--- config.mk ---
export PLATFORM = sky130hd
export DESIGN_NAME = enabled_adder
export DESIGN_NICKNAME = d
export VERILOG_FILES = /design/src/rtl/enabled_adder.sv
export SDC_FILE = /design/constraint.sdc
export NUM_CORES = 1
export LEC_CHECK = 0
export BUFFER_PORTS_ARGS = -buffer_cell sky130_fd_sc_hd__buf_2
export CAP_MARGIN = 20
export CELL_PAD_IN_SITES_DETAIL_PLACEMENT = 1
export CELL_PAD_IN_SITES_GLOBAL_PLACEMENT = 2
export CORE_ASPECT_RATIO = 1.1
export CORE_UTILIZATION = 33
export DETAILED_ROUTE_END_ITERATION = 8
export MAX_ROUTING_LAYER = met4
export PLACE_DENSITY = 0.92
export REMOVE_ABC_BUFFERS = 1
export SYNTH_ARGS = -nofsm -noshare
export SYNTH_HDL_FRONTEND = slang
export SYNTH_SLANG_ARGS = --single-unit
--- constraint.sdc ---
create_clock -name vclk -period 11.1
set_input_delay 3.33 -clock vclk [all_inputs]
set_output_delay 3.33 -clock vclk [all_outputs]
set_load 0.05 [all_outputs]
--- src/rtl/enabled_adder.sv ---
module enabled_adder #(
  parameter int WIDTH  = 8,
  parameter bit SIGNED = 1'b0
) (
  input  logic             en,
  input  logic             sub,
  input  logic [WIDTH-1:0] a,
  input  logic [WIDTH-1:0] b,
  output logic [WIDTH-1:0] c,
  output logic             eno
);
  localparam int MSB = WIDTH - 1;

  logic [WIDTH-1:0] res;
  logic             ovf;

  assign res = sub ? (a - b) : (a + b);

  generate
    if (SIGNED) begin : g_signed
      logic sa, sb, sr, same_in;
      assign sa      = a[MSB];
      assign sb      = b[MSB];
      assign sr      = res[MSB];
      assign same_in = sub ? (sa != sb) : (sa == sb);
      assign ovf     = same_in && (sr != sa);
    end else begin : g_unsigned
      assign ovf = sub ? (a < b) : (res < a);
    end
  endgenerate

  assign c   = en ? res : '0;
  assign eno = en & ~ovf;
endmodule

# --- After elaboration in Yosys (flattened, before gate mapping) ---
# Cells that the tools add are included.
word_totals:
  input_bits: 18
  wordCells: 9
  reg_bits: 0
  out_inout_bits: 9
op_classes:
  n_bitwise: 2
  n_mux: 3
  n_addsub: 2
  order_cmp: 2
op_table:
  columns: ["cell", "n"]
  rows:
  - ["$lt 8x8->1", 2]
  - ["$mux 8", 2]
  - ["$add 8x8->8", 1]
  - ["$sub 8x8->8", 1]
  - ["$and 1x1->1", 1]
  - ["$mux 1", 1]
  - ["$not 1->1", 1]

# --- Depth between registers and ports, before layout ---
# Gate-level depths: netlist of run 1.
depth:
  word_depth: 6
  depth_mapped: 13
  ltp_nobuf: 13

# --- Worst setup path after synthesis of run 1 ---
# OpenSTA, ideal clock, no wires.
synth_path:
  kind: "input to output"
  startpoint: "input port a[0]"
  endpoint: "output port eno"
  arrival_time_ns: 6.398
  path_buffers: 0
  cell_stages: 13
  t_required_ns: 7.770
  path_slack_ns: 1.372
  path_cell_list: "inv_1 ha_1 inv_1 fa_1 a211oi_1 o21bai_1 a21o_1 a32oi_1 xnor2_1 ha_1 o21a_1 o31ai_1 a211oi_1"
synth_between:
  elab_chain_len: 6
  elab_cells_between_ends: 8
  cone_classes: "add/sub: 2; order compare: 2; mux: 2; bitwise: 2"
synth_rtl:
  columns: ["element", "line", "rtl"]
  rows:
  - ["start, declared", "7", "input logic [WIDTH-1:0] a,"]
  - ["$add 8x8->8 or $sub 8x8->8 (tied branches)", "17", "assign res = sub ? (a - b) : (a + b);"]
  - ["$mux 8", "17", null]
  - ["$lt 8x8->1", "28", "assign ovf = sub ? (a < b) : (res < a);"]
  - ["$mux 1 *", "28", null]
  - ["$not 1->1 *", "33", "assign eno = en & ~ovf;"]
  - ["$and 1x1->1 *", "33", null]
  - ["end, declared", "10", "output logic eno"]
# Mark *: on every way between the ends. The rest lies on a longest branch, timed or not.

# --- Worst setup path after layout of run 1 ---
# Same ends and word-level chain as after synthesis.

==> key figures, run 1 <==
Status
  – Run status: complete, no violations

Floorplanning
  – Initial core utilization: 0.363
  – Placement row count: 19
  – Top Ports: 27
  – Floorplan Core Area: 2590 um^2
  – Die W: 52.9 um
  – Floorplan die area: 3070 um^2
  – DIE HEIGHT: 58 um

Global routing
  – Initial antenna violation count: 0
  – Busiest layer in global routing: met2
  – GRT met3 Usage: 0
  – M2 GR Usage: 0.344
  – Global-route congestion overflow total: 0
  – Global-route total usage across every layer: 0.186
  – Via count of the first global-routing pass: 973
  – Maximum number of pins on one net before global-route repair: 22
  – Wire length of the first global-routing pass: 4290 um
  – Met1 global-route usage: 0.228

Timing
  – Pins over their slew limit: 0
  – Hold Violations, Final: 0
  – Share of the clock period used by the worst path: 0.856
  – Timing-limited maximum frequency: 105 MHz
  – Worst-Margin Slew: 0.385 ns
  – Unrepaired setup endpoints after global routing: false
  – Minimum period implied by the final worst setup slack: 9.50 ns
  – Final count of negative-setup-slack endpoints: 0
  – Max-slew headroom: 0.736
  – Setup TNS: 0 ns
  – Worst hold slack after final layout: between 7 and 8 ns

Route
  – Routed Wire Length: 2450 um
  – Post-DR vias/cell: around 5.3
  – Detailed Routing Iterations Pass 1: 4
  – Final antenna-violating net count: 0
  – Vias after detailed routing: between 900 and 1000
  – Detailed-route DRC error count: 0
  – Detailed Route Iter0 Violations: 1
  – DR WL/cell: 13.4 um

Layout
  – Number of diodes: 0
  – FF+latch count: 0
  – Post-route standard cell area excluding fillers: 1090 um^2
  – Area added between synthesis and finish: 15.8%
  – Register area: 0 um^2
  – Share of layout cells above drive strength 1: 0.205
  – Non-filler instance count after layout: 182
  – Layout clock buffers: 0
  – Number of nets in the layout: slightly below 200

Logic synthesis
  – Post-synthesis instance total: 129
  – Top-count cell post-synth: sky130_fd_sc_hd__ha_1
  – Post-synthesis sequential area ratio: 0
  – Number of distinct library cells after synthesis: 34
  – Syn_area_per_cell: about 7.3 um^2
  – Largest cells by area after synthesis: sky130_fd_sc_hd__ha_1, sky130_fd_sc_hd__inv_1, sky130_fd_sc_hd__nor2b_1, sky130_fd_sc_hd__xnor2_1, sky130_fd_sc_hd__fa_1
  – Commonest cells in the synthesized netlist: sky130_fd_sc_hd__ha_1, sky130_fd_sc_hd__inv_1, sky130_fd_sc_hd__nand2_1, sky130_fd_sc_hd__nor2_1, sky130_fd_sc_hd__nor2b_1
  – Warning count from the yosys run: 0
  – Summed instance area of the synthesized netlist: 941 um^2
  – Largest area contributor in the netlist: sky130_fd_sc_hd__ha_1
  – Synth top area share: 0.293

Placed design
  – DP Wirelength: about 2100 um
  – Number of instances in the placed design: approximately 180
  – Post-placement cell area: roughly 1100 um^2
  – Count of port buffers added during placement: 27
  – Final GP Congestion: 0.824

Pwr
  – Peak supply drop: 0.0000328 V
  – Register share of total power: 0
  – Total net switching power: 0.0000458 W
  – Internal power contribution: 0.0000281 W
  – Cell leakage power: 0.591 nW
  – Power Dens Cells: a little under 70 nW/um^2
  – Combinational fraction of design power: 1.000
  – Part of the power in the clock network: 0
  – Switching share of total power: 0.619

Setup path
  – Type of element capturing the critical path: primary output
  – Critical setup path kind: primary input to primary output
  – Data required time of the critical path: 7.77 ns
  – Crit-path cells: buf_2, inv_1, ha_1, inv_1, fa_1, a211oi_1, o21bai_1, a21o_1, a32oi_1, xnor2_1, ha_1, o21a_1, o31ai_1, a211oi_1, buf_2
  – CP Data Arrival Time: 6.17 ns
  – Critical Path Start Type: primary input
  – Peak fanout along the critical path: 3
  – Worst-path cell with the longest stage delay: sky130_fd_sc_hd__fa_1
  – Maximum cell stage delay along the critical path: between 0.4 and 0.5 ns

Worst hold path
  – Type of the tightest min-delay check: primary input to primary output
  – Beginning of the worst hold path: b[0]
  – Number of stages on the worst hold path: 4
  – Worst Hold End: c[0]

Run
  – Max-Cap Viols: 0

CTS
  – CTS resizes: 0
  – Setup fix buffers added after clock tree synthesis: 0
  – Number of hold buffers added after CTS: 0
[worst max path at each step]
| stage | start | end | slack (ns) |
|---|---|---|---|
| after global placement | a[0] | eno | 1.67 |
| after CTS | a[0] | eno | 1.57 |
| after global routing | a[0] | eno | 1.38 |
| after detailed placement | a[0] | eno | 1.60 |
| after floorplan | a[0] | eno | 1.38 |
| final | a[0] | eno | 1.60 |
[logic make-up after synthesis]
logic type,Yosys count,share of synthesized area
AO/OA/AOI/OAI,33,0.254
adder cells (fa/ha/maj),24,0.335
AND/OR/NAND/NOR,35,0.190
XOR/XNOR,6,0.0559
multiplexers,5,0.0545
buffers and inverters,26,0.110
[placed cells by master, fill, tap and decap left out]
cell type	n
sky130_fd_sc_hd__a21oi_1	4
sky130_fd_sc_hd__o311ai_0	1
sky130_fd_sc_hd__or2_1	1
sky130_fd_sc_hd__xor2_1	1
sky130_fd_sc_hd__a32oi_1	1
sky130_fd_sc_hd__and2b_1	1
sky130_fd_sc_hd__nand2_1	10
sky130_fd_sc_hd__nand2b_1	4
sky130_fd_sc_hd__a31oi_1	2
sky130_fd_sc_hd__nor2_1	7
sky130_fd_sc_hd__o2111ai_1	1
sky130_fd_sc_hd__a31o_2	1
sky130_fd_sc_hd__o21a_1	3
sky130_fd_sc_hd__o22ai_1	1
sky130_fd_sc_hd__mux2i_1	4
sky130_fd_sc_hd__nor2b_1	7
sky130_fd_sc_hd__o21ai_0	5
sky130_fd_sc_hd__fa_1	2
sky130_fd_sc_hd__a2111oi_0	1
sky130_fd_sc_hd__o31ai_1	3
sky130_fd_sc_hd__inv_1	21
sky130_fd_sc_hd__xnor2_1	5
sky130_fd_sc_hd__a211oi_1	3
sky130_fd_sc_hd__o41ai_1	1
sky130_fd_sc_hd__mux2_2	1
sky130_fd_sc_hd__and2_1	4
sky130_fd_sc_hd__buf_2	27
sky130_fd_sc_hd__nand3b_1	1
sky130_fd_sc_hd__a211oi_2	2
sky130_fd_sc_hd__ha_1	22
sky130_fd_sc_hd__o21bai_1	2
sky130_fd_sc_hd__a21o_1	2
[power by group through the flow]
stage / Clock, W / Sequential [W] / Combinational, W
after floorplan: 0 / 0 / 0.0000546
after global placement: 0 / 0 / 0.0000729
final: 0 / 0 / 0.0000739
after global routing: 0 / 0 / 0.0000824
after CTS: 0 / 0 / 0.0000751
after detailed placement: 0 / 0 / 0.0000747
[routing by layer]
layer	share of wire	vias up
li1	-	487
met5	0	-
met1	0.44	444
met4	0.0057	0
met2	0.52	26
met3	0.034	2
[per-stage QoR]
step | power [W] | util | setup WS [ns]
floorplan | 0.0000546 | - | 1.38
global placement | 0.0000729 | 0.421 | 1.67
detailed placement | 0.0000747 | 0.421 | 1.60
CTS | 0.0000751 | 0.421 | 1.57
global route | 0.0000824 | 0.421 | 1.38
finish | 0.0000739 | 0.421 | 1.60
[critical path, delay by kind of cell]
kind | cells | cell delay [ns]
adder cells (fa/ha/maj) | 3 | 0.84
buffers and inverters | 4 | 0.45
AO/OA/AOI/OAI | 7 | 1.36
XOR/XNOR | 1 | 0.19
[layout make-up]
| type | instances | area, um^2 |
|---|---|---|
| fillers | 352 | 1500 |
| multi-input cells | 103 | 837 |
| repair buffers | 27 | 135 |
| well taps | 31 | 38.8 |
| inverters | 21 | 78.8 |
Power figures use the tool's default switching activity.
==> run 2, diff against run 1 <==
Settings changed: CORE_ASPECT_RATIO 1.1 to 0.75.
==> run 2 against run 1 <==
Sequential share of layout area stayed put. Final area is 0.57% higher. Worst setup slack worse by 0.058 ns. Critical path depth is 1 lower. Critical path type unchanged. Fmax is 0.60% lower. Largest power group unchanged. Cell count is 2.7% higher. Worst hold slack better by 0.0044 ns. Flip-flop and latch count stayed put. Utilization is 0.89 points lower. Count of clock-buffer cells in the layout stayed put.
==> key figures, run 2 (synthesis gave the netlist of run 1 again) <==
Status
  – Run status: complete, no violations

Layout
  – Number of nets in the layout: 195 (unchanged)
  – Number of diodes: 0 (unchanged)
  – Most frequent standard cell in the layout excluding fill and tap cells: sky130_fd_sc_hd__buf_2
  – Fill cell total of the finished layout: 360 (+2.3%)
  – Most frequent cells in the layout: sky130_fd_sc_hd__buf_2, sky130_fd_sc_hd__ha_1, sky130_fd_sc_hd__inv_1
  – Area added between synthesis and finish: 16.5%
  – Layout clock buffers: 0 (unchanged)
  – Register area: 0 um^2 (unchanged)
  – FF+latch count: 0 (unchanged)
  – Share of layout cells above drive strength 1: 0.205 (unchanged)

Timing
  – Hold Violations, Final: 0 (unchanged)
  – Unrepaired setup endpoints after global routing: false
  – Timing-limited maximum frequency: 105 MHz (-0.60%)
  – Minimum period implied by the final worst setup slack: 9.56 ns (+0.0577 ns)
  – Setup TNS: 0 ns (unchanged)
  – Max-slew headroom: 0.668 (-0.0684)
  – Worst-Margin Slew: 0.485 ns (+0.100 ns)
  – Final count of negative-setup-slack endpoints: 0 (unchanged)
  – Pins over their slew limit: 0 (unchanged)
  – Share of the clock period used by the worst path: 0.861 (+0.00520)

Route
  – DR WL/cell: 14.6 um (+8.3%)
  – Detailed-route DRC error count: 0 (unchanged)
  – Post-DR vias/cell: 5.06 (-4.0%)
  – Vias after detailed routing: 946 (-1.4%)
  – Routed Wire Length: 2720 um (+11%)
  – Detailed Routing Iterations Pass 1: 4 (unchanged)
  – Final antenna-violating net count: 0 (unchanged)
  – Detailed Route Iter0 Violations: 38 (+37)

Pwr
  – Internal power contribution: 0.0000283 W (+0.67%)
  – Register share of total power: 0 (unchanged)
  – Peak supply drop: 0.0000283 V (-14%)
  – Combinational fraction of design power: 1.000 (about the same)
  – Power Dens Cells: 69.4 nW/um^2 (+2.3%)
  – Cell leakage power: 0.591 nW (unchanged)
  – Total net switching power: 0.0000477 W (+4.3%)
  – Final total power: 0.0000761 W (+2.9%)
  – Part of the power in the clock network: 0 (unchanged)
  – Switching share of total power: 0.628 (+0.00824)

Floorplanning
  – Floorplan die area: 3070 um^2 (about the same)
  – Top Ports: 27 (unchanged)
  – Die W: 63.7 um (+20%)
  – Floorplan Core Area: 2660 um^2 (+2.8%)
  – Initial core utilization: 0.353 (-0.00973)
  – DIE HEIGHT: 48.2 um (-17%)
  – Placement row count: 16 (-3)

Global routing
  – Global-route total usage across every layer: 0.185 (-0.000565)
  – Maximum number of pins on one net before global-route repair: 22 (unchanged)
  – Global-route congestion overflow total: 0 (unchanged)
  – Via count of the first global-routing pass: 890 (-8.5%)
  – Initial antenna violation count: 0 (unchanged)
  – Wire length of the first global-routing pass: 4230 um (-1.4%)

Placed design
  – Final GP Congestion: 0.822 (-0.23%)
  – Count of port buffers added during placement: 27 (unchanged)
  – DP Wirelength: 2340 um (+9.0%)

Setup path
  – Peak fanout along the critical path: 3 (unchanged)
  – Buffer and inverter count on the worst path: 4 (unchanged)
  – Critical Path Start Type: primary input
  – Worst-path cell with the longest stage delay: sky130_fd_sc_hd__a2111oi_0
  – Maximum cell stage delay along the critical path: 0.47 ns (+0.05 ns)
  – Critical setup path kind: primary input to primary output
  – Type of element capturing the critical path: primary output
  – Cell family with most CP delay: compound AO/OA/AOI/OAI gates
  – Data required time of the critical path: 7.77 ns (about the same)
  – Crit-path cells: buf_2, inv_1, ha_1, inv_1, fa_1, a211oi_1, o21bai_1, a21o_1, a32oi_1, xnor2_1, ha_1, a2111oi_0, a211oi_1, buf_2
  – CP Data Arrival Time: 6.23 ns (+0.06 ns)

CTS
  – Setup fix buffers added after clock tree synthesis: 0 (unchanged)
  – Number of hold buffers added after CTS: 0 (unchanged)
  – CTS resizes: 0 (unchanged)

Run
  – Max-Cap Viols: 0 (unchanged)

Worst hold path
  – Type of the tightest min-delay check: primary input to primary output
[run 2: power groups by stage]
| stage | logic, W | clock network (W) | registers (W) |
|---|---|---|---|
| 5_1_grt | 0.0000840 | 0 | 0 |
| 3_5_place_dp | 0.0000760 | 0 | 0 |
| 4_1_cts | 0.0000766 | 0 | 0 |
| 3_3_place_gp | 0.0000731 | 0 | 0 |
| 2_1_floorplan | 0.0000546 | 0 | 0 |
| 6_report | 0.0000761 | 0 | 0 |
[run 2: area by class of cell]
type	instances	area, um^2	area share
inverter	21	78.8	0.0719
multi-input combinational	103	837	0.764
tap	36	45.0	0.0411
timing repair buffer	27	135	0.123
[run 2: through the flow]
stage | setup slack [ns] | instances | hold slack, ns | utilization | instance area [um^2]
3_5_place_dp | 1.55 | 187 | 7.11 | 0.412 | 1100
3_3_place_gp | 1.72 | 187 | 7.09 | 0.412 | 1100
5_1_grt | 1.37 | 187 | 7.14 | 0.412 | 1100
4_1_cts | 1.54 | 187 | 7.11 | 0.412 | 1100
6_report | 1.54 | 187 | 7.10 | 0.412 | 1100
2_1_floorplan | 1.38 | 124 | 6.90 | - | 916
[run 2: final timing paths]
| kind | startpoint | endpoint | slack [ns] | cells past startpoint |
|---|---|---|---|---|
| min | b[0] | c[0] | 7.10 | 4 |
| max | a[0] | eno | 1.54 | 14 |
[run 2: worst min-delay path: stages]
cell and delay [ns]:
sky130_fd_sc_hd__buf_2 0.09, sky130_fd_sc_hd__ha_1 0.11, sky130_fd_sc_hd__nor2b_1 0.04, sky130_fd_sc_hd__buf_2 0.20
[run 2: routing by layer]
layer	up-vias	track usage	part of all wire
li1	482	-	-
met1	452	0.261	0.51
met2	12	0.323	0.46
met3	0	0	0.025
met4	0	0	0
met5	-	-	0
